$ cat src/rtl/sync_count_pkg.sv
package sync_count_pkg;
  localparam int SLICE_W = 4;

  function automatic int chain_width(input int slices);
    return slices * SLICE_W;
  endfunction
endpackage

$ cat src/rtl/count_slice.sv
module count_slice
  import sync_count_pkg::*;
#(
  parameter int W = SLICE_W
) (
  input  logic         clk,
  input  logic         clr_n,
  input  logic         load_n,
  input  logic         par_en,
  input  logic         chain_in,
  input  logic [W-1:0] din,
  output logic [W-1:0] q,
  output logic         chain_out
);
  always_ff @(posedge clk) begin
    if (!clr_n)                  q <= '0;
    else if (!load_n)            q <= din;
    else if (par_en && chain_in) q <= q + W'(1);
  end

  assign chain_out = chain_in & (&q);

  logic armed = 1'b0;
  always_ff @(posedge clk) if (!clr_n) armed <= 1'b1;


  a_r1_clear_wins: assert property (@(posedge clk) disable iff (!armed)
    !clr_n |=> (q == '0));

  a_r2_load_wins: assert property (@(posedge clk) disable iff (!armed)
    (clr_n && !load_n) |=> (q == $past(din)));

  a_r3_step_one: assert property (@(posedge clk) disable iff (!armed)
    (clr_n && load_n && par_en && chain_in) |=> (q == W'($past(q) + W'(1))));

  a_r4_hold: assert property (@(posedge clk) disable iff (!armed)
    (clr_n && load_n && !(par_en && chain_in)) |=> $stable(q));

  a_r5_wrap: assert property (@(posedge clk) disable iff (!armed)
    (clr_n && load_n && par_en && chain_in && (&q)) |=> (q == '0));
endmodule

$ cat src/rtl/wrap_decode.sv
module wrap_decode #(
  parameter int W       = 4,
  parameter int MODULUS = 0
) (
  input  logic [W-1:0] value,
  output logic         hit
);
  generate
    if (MODULUS == 0) begin : g_off
      assign hit = 1'b0;
    end else begin : g_on
      localparam logic [W-1:0] LAST = W'(MODULUS - 1);
      assign hit = (value == LAST);
    end
  endgenerate
endmodule

$ cat src/rtl/sync_count_chain.sv
module sync_count_chain
  import sync_count_pkg::*;
#(
  parameter int NSLICE  = 1,
  parameter int MODULUS = 0
) (
  input  logic                          clk,
  input  logic                          clr_n,
  input  logic                          load_n,
  input  logic                          cnt_en,
  input  logic                          carry_en,
  input  logic [NSLICE*SLICE_W-1:0]     load_val,
  output logic [NSLICE*SLICE_W-1:0]     count,
  output logic                          term
);
  localparam int W = chain_width(NSLICE);

  logic          wrap_hit;
  logic          slice_clr_n;
  logic [NSLICE:0] carry;

  wrap_decode #(.W(W), .MODULUS(MODULUS)) u_wrap (
    .value (count),
    .hit   (wrap_hit)
  );

  assign slice_clr_n = clr_n & ~wrap_hit;
  assign carry[0]    = carry_en;

  generate
    for (genvar k = 0; k < NSLICE; k++) begin : g_slice
      count_slice #(.W(SLICE_W)) u_slice (
        .clk       (clk),
        .clr_n     (slice_clr_n),
        .load_n    (load_n),
        .par_en    (cnt_en),
        .chain_in  (carry[k]),
        .din       (load_val[k*SLICE_W +: SLICE_W]),
        .q         (count[k*SLICE_W +: SLICE_W]),
        .chain_out (carry[k+1])
      );
    end
  endgenerate

  assign term = carry[NSLICE];

  logic armed = 1'b0;
  always_ff @(posedge clk) if (!clr_n) armed <= 1'b1;


  a_r6_term_flag: assert property (@(posedge clk) disable iff (!armed)
    term == (carry_en && (&count)));

  generate
    if (MODULUS > 0) begin : g_mod_chk

      a_r8_mod_clear: assert property (@(posedge clk) disable iff (!armed)
        (count == W'(MODULUS - 1)) |=> (count == '0));
    end
    if (NSLICE > 1) begin : g_chain_chk

      a_r7_upper_waits: assert property (@(posedge clk) disable iff (!armed)
        (slice_clr_n && load_n && !(&count[SLICE_W-1:0]))
          |=> $stable(count[W-1:SLICE_W]));
    end
  endgenerate
endmodule

$ cat config.mk
export PLATFORM = sky130hd
export DESIGN_NAME = sync_count_chain
export DESIGN_NICKNAME = d
export VERILOG_FILES = /design/src/rtl/sync_count_pkg.sv /design/src/rtl/count_slice.sv /design/src/rtl/wrap_decode.sv /design/src/rtl/sync_count_chain.sv
export SDC_FILE = /design/constraint.sdc
export NUM_CORES = 1
export LEC_CHECK = 0
export CAP_MARGIN = 15
export CORE_AREA = 2 2 39 41
export CTS_CLUSTER_SIZE = 16
export DETAILED_ROUTE_END_ITERATION = 12
export DIE_AREA = 0 0 41 43
export DONT_BUFFER_PORTS = 1
export GPL_TIMING_DRIVEN = 1
export PLACE_DENSITY = 0.31
export SLEW_MARGIN = 15
export SYNTH_ARGS = -nofsm -noshare
export SYNTH_HDL_FRONTEND = slang
export SYNTH_HIERARCHICAL = 1
export SYNTH_SLANG_ARGS = --single-unit
export TNS_END_PERCENT = 100
$ cat constraint.sdc
create_clock -name clk -period 0.9 [get_ports clk]
set_input_delay 0.09 -clock clk [delete_from_list [all_inputs] [get_ports clk]]
set_output_delay 0.09 -clock clk [all_outputs]
set_load 0.02 [all_outputs]
# Yosys cells after proc, flatten, opt, wreduce, memory -nomap -nowiden
# Index checks and enable logic that the tools add are counted.
word_totals:
  in_bits: 9
  register_bits: 4
  out_inout_bits: 5
  elab_cells: 8
classes:
  n_eq_ne: 1
  add_sub_neg: 1
  mux: 2
  bitwise: 1
  reduce_logical: 2
op_table:
  columns: ["cell", "count"]
  rows:
  - ["4-bit two-way mux", 2]
  - ["4-bit by 1-bit adder with 4-bit output, second input constant", 1]
  - ["4-bit AND reduction", 1]
  - ["2-bit by 1-bit inequality test with 1-bit output, second input constant", 1]
  - ["1-bit bitwise AND", 1]
  - ["1-bit logical AND", 1]

# Depth between registers and ports, before layout
# Gate-level depths: netlist of the first run.
logic_depth:
  ltp_word: 3
  mapped_depth: 4

# By module
# The synthesis of the first run kept the hierarchy.
modules_own_cells:
  columns: ["mod", "area_per_inst_um2", "cells_each", "seq_area_each_um2", "n_inst"]
  rows:
  - ["count_slice", 205.2, 24, 80.1, 1]
  - ["sync_count_chain", 13.8, 1, 0.0, 1]
  - ["wrap_decode", 11.3, 2, 0.0, 1]

# Worst setup path before layout of the first run
# No wires, ideal clock.
synth_timing:
  kind: "reg-to-reg"
  start: "register g_slice[0].u_slice.q[0]"
  end: "register g_slice[0].u_slice.q[3]"
  setup_slack_ns: -0.203
  arrival_time_ns: 1.029
  path_buffers: 0
  stages_incl_launch_ff: 4
  path_cell_list: "dfxtp_1 nand3_1 or3_1 a31oi_1"
synth_between:
  elab_chain_len: 3
synth_rtl:
  columns: ["element", "line_no", "source"]
  rows:
  - ["from (decl)", "count_slice.sv:12", "output logic [W-1:0] q,"]
  - ["from (signal assigned)", "count_slice.sv:17", "else if (!load_n) q <= din;"]
  - ["from (signal assigned)", "count_slice.sv:18", "else if (par_en && chain_in) q <= q + W'(1);"]
  - ["4-bit by 1-bit adder with 4-bit output", "count_slice.sv:18", null]
  - ["4-bit two-way mux", "count_slice.sv:18", null]
  - ["4-bit two-way mux", "count_slice.sv:17", null]
# No other way between the ends. The select of a mux whose other input is x is not followed.
# A chain may end at the register's enable or synchronous reset.

# Final worst setup path of the first run
layout_timing:
  start: "register g_slice[0].u_slice.q[0]"
  end: "output port term"
layout_between:
  elab_chain_len: 2
layout_rtl:
  columns: ["element", "line_no", "source"]
  rows:
  - ["4-bit AND reduction", "count_slice.sv:21", "assign chain_out = chain_in & (&q);"]
  - ["1-bit bitwise AND", "count_slice.sv:21", null]
  - ["to (decl)", "sync_count_chain.sv:14", "output logic term"]
# No other way between the ends.

==> results.json, run 1 <==
{
  "cts-root-buf": "sky130_fd_sc_hd__clkbuf_4",
  "rsz0062_at_grt": "yes",
  "synthFlopType": "sky130_fd_sc_hd__dfxtp_1",
  "max_freq_mhz": 937.1,
  "failed_checks": "setup timing",
  "globalRouteTotalUtil_pct": 9.036,
  "initialDrtViolationCount": 2,
  "final.fill_count": 147,
  "critical_path_peak_fanout": 3,
  "worstSetupPathType": "reg -> out",
  "detailedPlace.worstSlack_ns": -0.04339,
  "finalSetupViolations": 6,
  "drt_pre_antenna_iters": 4,
  "floorplan.die.width_um": 41,
  "yosysWarningCount": 6,
  "fin_skew_ns": 0.004102,
  "grt_start_max_net_pins": 6,
  "finalNetCount": 53,
  "row_count": 14,
  "synth-seq-area-share_pct": 34.78,
  "synth_async_reset_ratio_pct": 0,
  "status": "complete, but fails checks",
  "timing.critical_path.to_type": "output pin",
  "family_with_the_most_delay_on_the_worst_path": "flip-flops",
  "largest-register": "g_slice.u_slice/q",
  "worstSkewPairLatency_ns": 0.24,
  "holdCritPathClass": "in -> reg",
  "place.detailed.hpwl_um": 452.8,
  "drt-wirelength-per-cell_um": 11.83,
  "port-buffer-count": 0,
  "final-hold-violation-count": 0,
  "route.antenna.remaining_nets": 0,
  "number_of_antenna_violations_at_the_first_check_in_global_routing": 0,
  "startpoint_type": "register",
  "finalWorstPathRequiredPeriod_ns": 1.067,
  "portion_of_synthesized_cell_area_occupied_by_the_leading_cell_type_pct": 34.78,
  "initial_utilization_pct": 16.64,
  "die_h_um": 43,
  "cts_tree": "yes",
  "cts_htree_levels": 1,
  "tritoncts_num_sinks": 4,
  "power.density_nw_per_um2": 1236,
  "cp_data_arrival_time_ns": 0.98,
  "power_leakage_nw": 0.1670,
  "clk_transition_reported_paths_ns": 0.04,
  "routabilityCongestion": 0.6197,
  "final.setup.worst_slack_ns": -0.1671,
  "synth_cell_types": 18,
  "io-pin-count": 14,
  "required_ns": 0.81,
  "synthMostInstantiatedCell": "sky130_fd_sc_hd__dfxtp_1",
  "synth.top_cells.by_area": "sky130_fd_sc_hd__dfxtp_1 (35%), sky130_fd_sc_hd__xor2_1 (7.6%), sky130_fd_sc_hd__nand3_1 (6.5%)",
  "global_route.overflow_total": 0,
  "multi_input_comb_area_um2": 173.9,
  "seqCellArea_um2": 91.34,
  "postSynthCellCount": 27,
  "routed_vias_inst": 4.328,
  "ff2ff_setup_slack_ns": -0.13,
  "vias": 251,
  "post_synth.cell_area_avg_um2": 8.527,
  "synth-edff-count": 0,
  "largest_registers": "g_slice.u_slice/q (4)",
  "synth_seq_cells": 4,
  "flow.area_growth_from_synthesis_pct": 90.76,
  "synth.net_count": 37,
  "largest_reg_flops": 4,
  "final_layout_size_suffix_gt1_share_pct": 54.76,
  "cts_buffers": 3,
  "worst_voltage_drop_across_the_vdd_grid_mv": 0.3318,
  "pnr_total_power_w": 0.0005429,
  "synth_commonest_cells": "sky130_fd_sc_hd__dfxtp_1 (4), sky130_fd_sc_hd__nand3_1 (3), sky130_fd_sc_hd__o21ai_0 (3), sky130_fd_sc_hd__nor2_1 (2), sky130_fd_sc_hd__xor2_1 (2)",
  "global_route_wire_length_before_repair_mm": 1.000,
  "final_min_period_over_clock_period_pct": 118.6,
  "worstPathCellList": "ha_4, and4_4",
  "dpl_cell_area_um2": 320.3,
  "crit_buf_inv": 0,
  "stage_delay_of_the_slowest_cell_on_the_critical_path_ns": 0.36,
  "cell_area_after_synthesis_um2": 230.2,
  "remaining_drc_errors": 0,
  "yosys.area.top_type": "sky130_fd_sc_hd__dfxtp_1",
  "routed_wl_um": 686,
  "slew_viol_final": 0,
  "ctsLongestPathBuffers": 2,
  "cap_violations": 0,
  "core_area_um2": 1384,
  "first_global_vias": 277,
  "die-area_um2": 1763,
  "num_antenna_cells": 0,
  "post_layout_inst_area_um2": 439.2,
  "crit_path_top_delay_cell": "sky130_fd_sc_hd__dfxtp_4"
}
==> area by class of cell <==
class	count	share of cell area (%)
clock buffer	4	5.983
inverter	1	0.8547
multi-input combinational	21	39.60
sequential	4	20.80
tap	16	4.558
timing repair buffer	12	28.21
==> layout by cell type (no fill, tap or decap) <==
| cell type | n |
|---|---|
| sky130_fd_sc_hd__inv_1 | 1 |
| sky130_fd_sc_hd__buf_4 | 2 |
| sky130_fd_sc_hd__dlygate4sd3_1 | 3 |
| sky130_fd_sc_hd__nor2b_4 | 1 |
| sky130_fd_sc_hd__a21oi_1 | 1 |
| sky130_fd_sc_hd__nand2_1 | 1 |
| sky130_fd_sc_hd__ha_4 | 1 |
| sky130_fd_sc_hd__clkbuf_1 | 1 |
| sky130_fd_sc_hd__and4_4 | 1 |
| sky130_fd_sc_hd__a211oi_1 | 1 |
| sky130_fd_sc_hd__dfxtp_1 | 1 |
| sky130_fd_sc_hd__conb_1 | 1 |
| sky130_fd_sc_hd__nor2_1 | 2 |
| sky130_fd_sc_hd__nand3_2 | 3 |
| sky130_fd_sc_hd__clkbuf_4 | 3 |
| sky130_fd_sc_hd__or3_1 | 1 |
| sky130_fd_sc_hd__a311oi_2 | 1 |
| sky130_fd_sc_hd__buf_6 | 7 |
| sky130_fd_sc_hd__dfxtp_4 | 3 |
| sky130_fd_sc_hd__o21ai_0 | 3 |
| sky130_fd_sc_hd__xor2_1 | 2 |
| sky130_fd_sc_hd__a31oi_1 | 1 |
| sky130_fd_sc_hd__nand2_2 | 1 |
==> stage by stage <==
stage	hold slack [ns]	setup TNS [ns]	utilization, %	cells
global route	0.01844	-0.8784	31.74	58
CTS	0.006677	-0.6035	30.20	57
floorplan	0.1723	-0.08792	-	27
finish	0.01587	-0.6205	31.74	58
detailed placement	0.1795	-0.1017	23.15	47
global placement	0.1762	-0.1215	23.15	47
==> path summary, 6_finish.rpt <==
path / startpoint / end / depth (start not counted)
max reg2reg: g_slice[0].u_slice/q[1] / g_slice[0].u_slice/q[3] / 4
min reg2reg: g_slice[0].u_slice/q[3] / g_slice[0].u_slice/q[3] / 2
max: g_slice[0].u_slice/q[0] / term / 2
min: load_val[0] / g_slice[0].u_slice/q[0] / 2
==> timing repair <==
action | CTS | global route
gates resized for setup | 5 | 3
pin swaps | 2 | 3
endpoints found under the hold margin | 4 | 0
setup buffers | 3 | 1
setup endpoints to repair | 5 | 7
hold buffers | 3 | 0
==> cells by family after synthesis <==
kind of cell | Yosys count | share of synthesized area (%)
AND/OR/NAND/NOR | 10 | 27.17
AO/OA/AOI/OAI | 7 | 18.48
flip-flops | 4 | 34.78
XOR/XNOR | 2 | 7.610
buffers and inverters | 2 | 4.891
adder cells (fa/ha/maj) | 1 | 5.434
other | 1 | 1.629
==> per-layer routing <==
| layer | track usage [%] | up-vias | share of wire, % |
|---|---|---|---|
| li1 | - | 128 | - |
| met1 | 10.29 | 104 | 46 |
| met2 | 10.94 | 17 | 42 |
| met3 | 4.188 | 2 | 10 |
| met4 | 10.00 | 0 | 1.6 |
| met5 | 0 | - | 0 |
==> power breakdown <==
part	internal, W	switching, W	leakage [nW]
Combinational	0.0000557	0.0000455	0.117
Clock	0.000167	0.0000839	0.0150
Sequential	0.000182	0.00000862	0.0349
(Power assumes the default switching activity.)
==> run 2, diff against run 1 <==
PLACE_DENSITY = 0.3   (was 0.31)
clock period = 1.2 ns   (was 0.9 ns; I/O delays follow)
==> run 2 against run 1 <==
  * The run now ends clean
  * Clock power fell by 36%
  * Via count decreased by 14%
  * Sequential cell count did not move
  * Non-clock buffer count shrank 8
  * Sequential share of layout area rose by 6.4 points
  * Wire length shrank 16%
  * Worst hold slack improved by 0.043 ns
  * Critical endpoint unchanged
==> results.json, run 2 (synthesis results as in run 1) <==
{
  "remaining_drc_errors": 0,
  "global_route_wire_length_before_repair_um": 834,
  "vias": 217,
  "power.density_nw_per_um2": 1154,
  "cp_data_arrival_time_ns": 1.04,
  "crit_path_top_delay_cell": "sky130_fd_sc_hd__dfxtp_2",
  "rsz0062_at_grt": "no",
  "finalNetCount": 45,
  "core_area_um2": 1384,
  "largest_registers": "g_slice.u_slice/q (4)",
  "worstSetupPathType": "reg -> out",
  "multi_input_comb_area_um2": 142.6,
  "ctsLongestPathBuffers": 2,
  "number_of_antenna_violations_at_the_first_check_in_global_routing": 0,
  "placed_cells_incl_taps": 45,
  "largest_reg_flops": 4,
  "cap_violations": 0,
  "finish.utilization_pct": 21.97,
  "critical_path_peak_fanout": 4,
  "flow.area_growth_from_synthesis_pct": 32.07,
  "required_ns": 1.08,
  "port-buffer-count": 0,
  "crit_buf_inv": 0,
  "slew_viol_final": 0,
  "worstPathCellList": "ha_2, and4_4",
  "post_layout_inst_area_um2": 304.0,
  "final-hold-violation-count": 0,
  "floorplan.die.width_um": 41,
  "startpoint_type": "register",
  "stage_delay_of_the_slowest_cell_on_the_critical_path_ns": 0.35,
  "routed_wl_um": 573,
  "initial_utilization_pct": 16.64,
  "timing.critical_path.to_type": "output pin",
  "globalRouteTotalUtil_pct": 7.924,
  "tritoncts_num_sinks": 4,
  "totalNegativeSetupSlack_ns": 0,
  "cts_buffers": 3,
  "routed_vias_inst": 4.429,
  "worst_voltage_drop_across_the_vdd_grid_mv": 0.2564,
  "max_freq_mhz": 863.8,
  "finalSetupViolations": 0,
  "route.antenna.remaining_nets": 0,
  "largest-register": "g_slice.u_slice/q",
  "worstSkewPairLatency_ns": 0.23,
  "seqCellArea_um2": 82.58,
  "cts_tree": "yes",
  "finalWorstPathRequiredPeriod_ns": 1.158,
  "status": "finished, final reports clean",
  "clk_transition_reported_paths_ns": 0.04,
  "io-pin-count": 14,
  "first_global_vias": 235,
  "dpl_cell_area_um2": 265.3,
  "drt_pre_antenna_iters": 3,
  "die_h_um": 43,
  "final.fill_count": 164,
  "layout_common_cells": "sky130_fd_sc_hd__clkbuf_4 (3), sky130_fd_sc_hd__nand3_1 (3), sky130_fd_sc_hd__o21ai_0 (3), sky130_fd_sc_hd__buf_4 (3)",
  "holdCritPathClass": "in -> reg",
  "die-area_um2": 1763,
  "final_min_period_over_clock_period_pct": 96.47,
  "drt-wirelength-per-cell_um": 11.69,
  "power_leakage_nw": 0.1165,
  "final_layout_size_suffix_gt1_share_pct": 36.36,
  "cts_htree_levels": 1,
  "row_count": 14,
  "num_antenna_cells": 0,
  "cts-root-buf": "sky130_fd_sc_hd__clkbuf_4",
  "fin_skew_ns": 0.004589,
  "family_with_the_most_delay_on_the_worst_path": "flip-flops",
  "finalNonFillerCells": 49,
  "global_route.overflow_total": 0,
  "grt_start_max_net_pins": 6,
  "routabilityCongestion": 0.6358,
  "initialDrtViolationCount": 5
}
==> run 2: layout make-up <==
class,instances,share of cell area (%)
Clock buffer,3,7.407
Inverter,1,1.235
Multi-Input combinational cell,21,46.91
Sequential cell,4,27.16
Tap cell,16,6.584
Timing Repair Buffer,4,10.70
==> run 2: routing by layer <==
layer / track usage (%) / up-vias / wire length [um]
met1: 8.974 / 95 / 233
met4: 10.00 / 0 / 5
met3: 4.712 / 2 / 98
met2: 8.438 / 13 / 237
met5: 0 / - / 0
li1: - / 107 / -
==> run 2: final timing paths <==
path / from / to / slack (ns) / cells after the start
hold reg to reg: g_slice[0].u_slice/q[1] / g_slice[0].u_slice/q[1] / 0.50 / 2
setup / recovery: g_slice[0].u_slice/q[0] / term / 0.04 / 2
setup reg to reg: g_slice[0].u_slice/q[0] / g_slice[0].u_slice/q[1] / 0.17 / 3
hold / removal: load_val[1] / g_slice[0].u_slice/q[1] / 0.06 / 2
==> run 2: report_power, final <==
part           internal (W)  total (W)  switching [W]
logic             0.0000197  0.0000420      0.0000223
clock network      0.000111   0.000160      0.0000491
registers          0.000141   0.000148     0.00000766
==> run 2: timing repair <==
item                                    in CTS  in global routing
hold buffers                                 1                  0
setup buffers                                0                  0
gates resized for setup                      4                  0
endpoints found under the hold margin        4                  0
endpoints found under the setup margin       1                  0
==> run 2: worst register-to-register path, stage by stage (launching register included) <==
cell,delay [ns]
sky130_fd_sc_hd__dfxtp_2,0.33
sky130_fd_sc_hd__ha_2,0.31
sky130_fd_sc_hd__nand3_1,0.06
sky130_fd_sc_hd__a311oi_1,0.23
==> run 2: through the flow <==
| stage | power, W | setup WS [ns] | hold slack (ns) |
|---|---|---|---|
| 2_1_floorplan | 0.0001771 | 0.09729 | 0.2094 |
| 3_3_place_gp | 0.0001870 | 0.1915 | 0.2154 |
| 3_5_place_dp | 0.0001874 | 0.1542 | 0.2154 |
| 4_1_cts | 0.0003646 | 0.02431 | 0.04627 |
| 5_1_grt | 0.0003741 | 0.002105 | 0.05114 |
| 6_report | 0.0003509 | 0.04239 | 0.05891 |
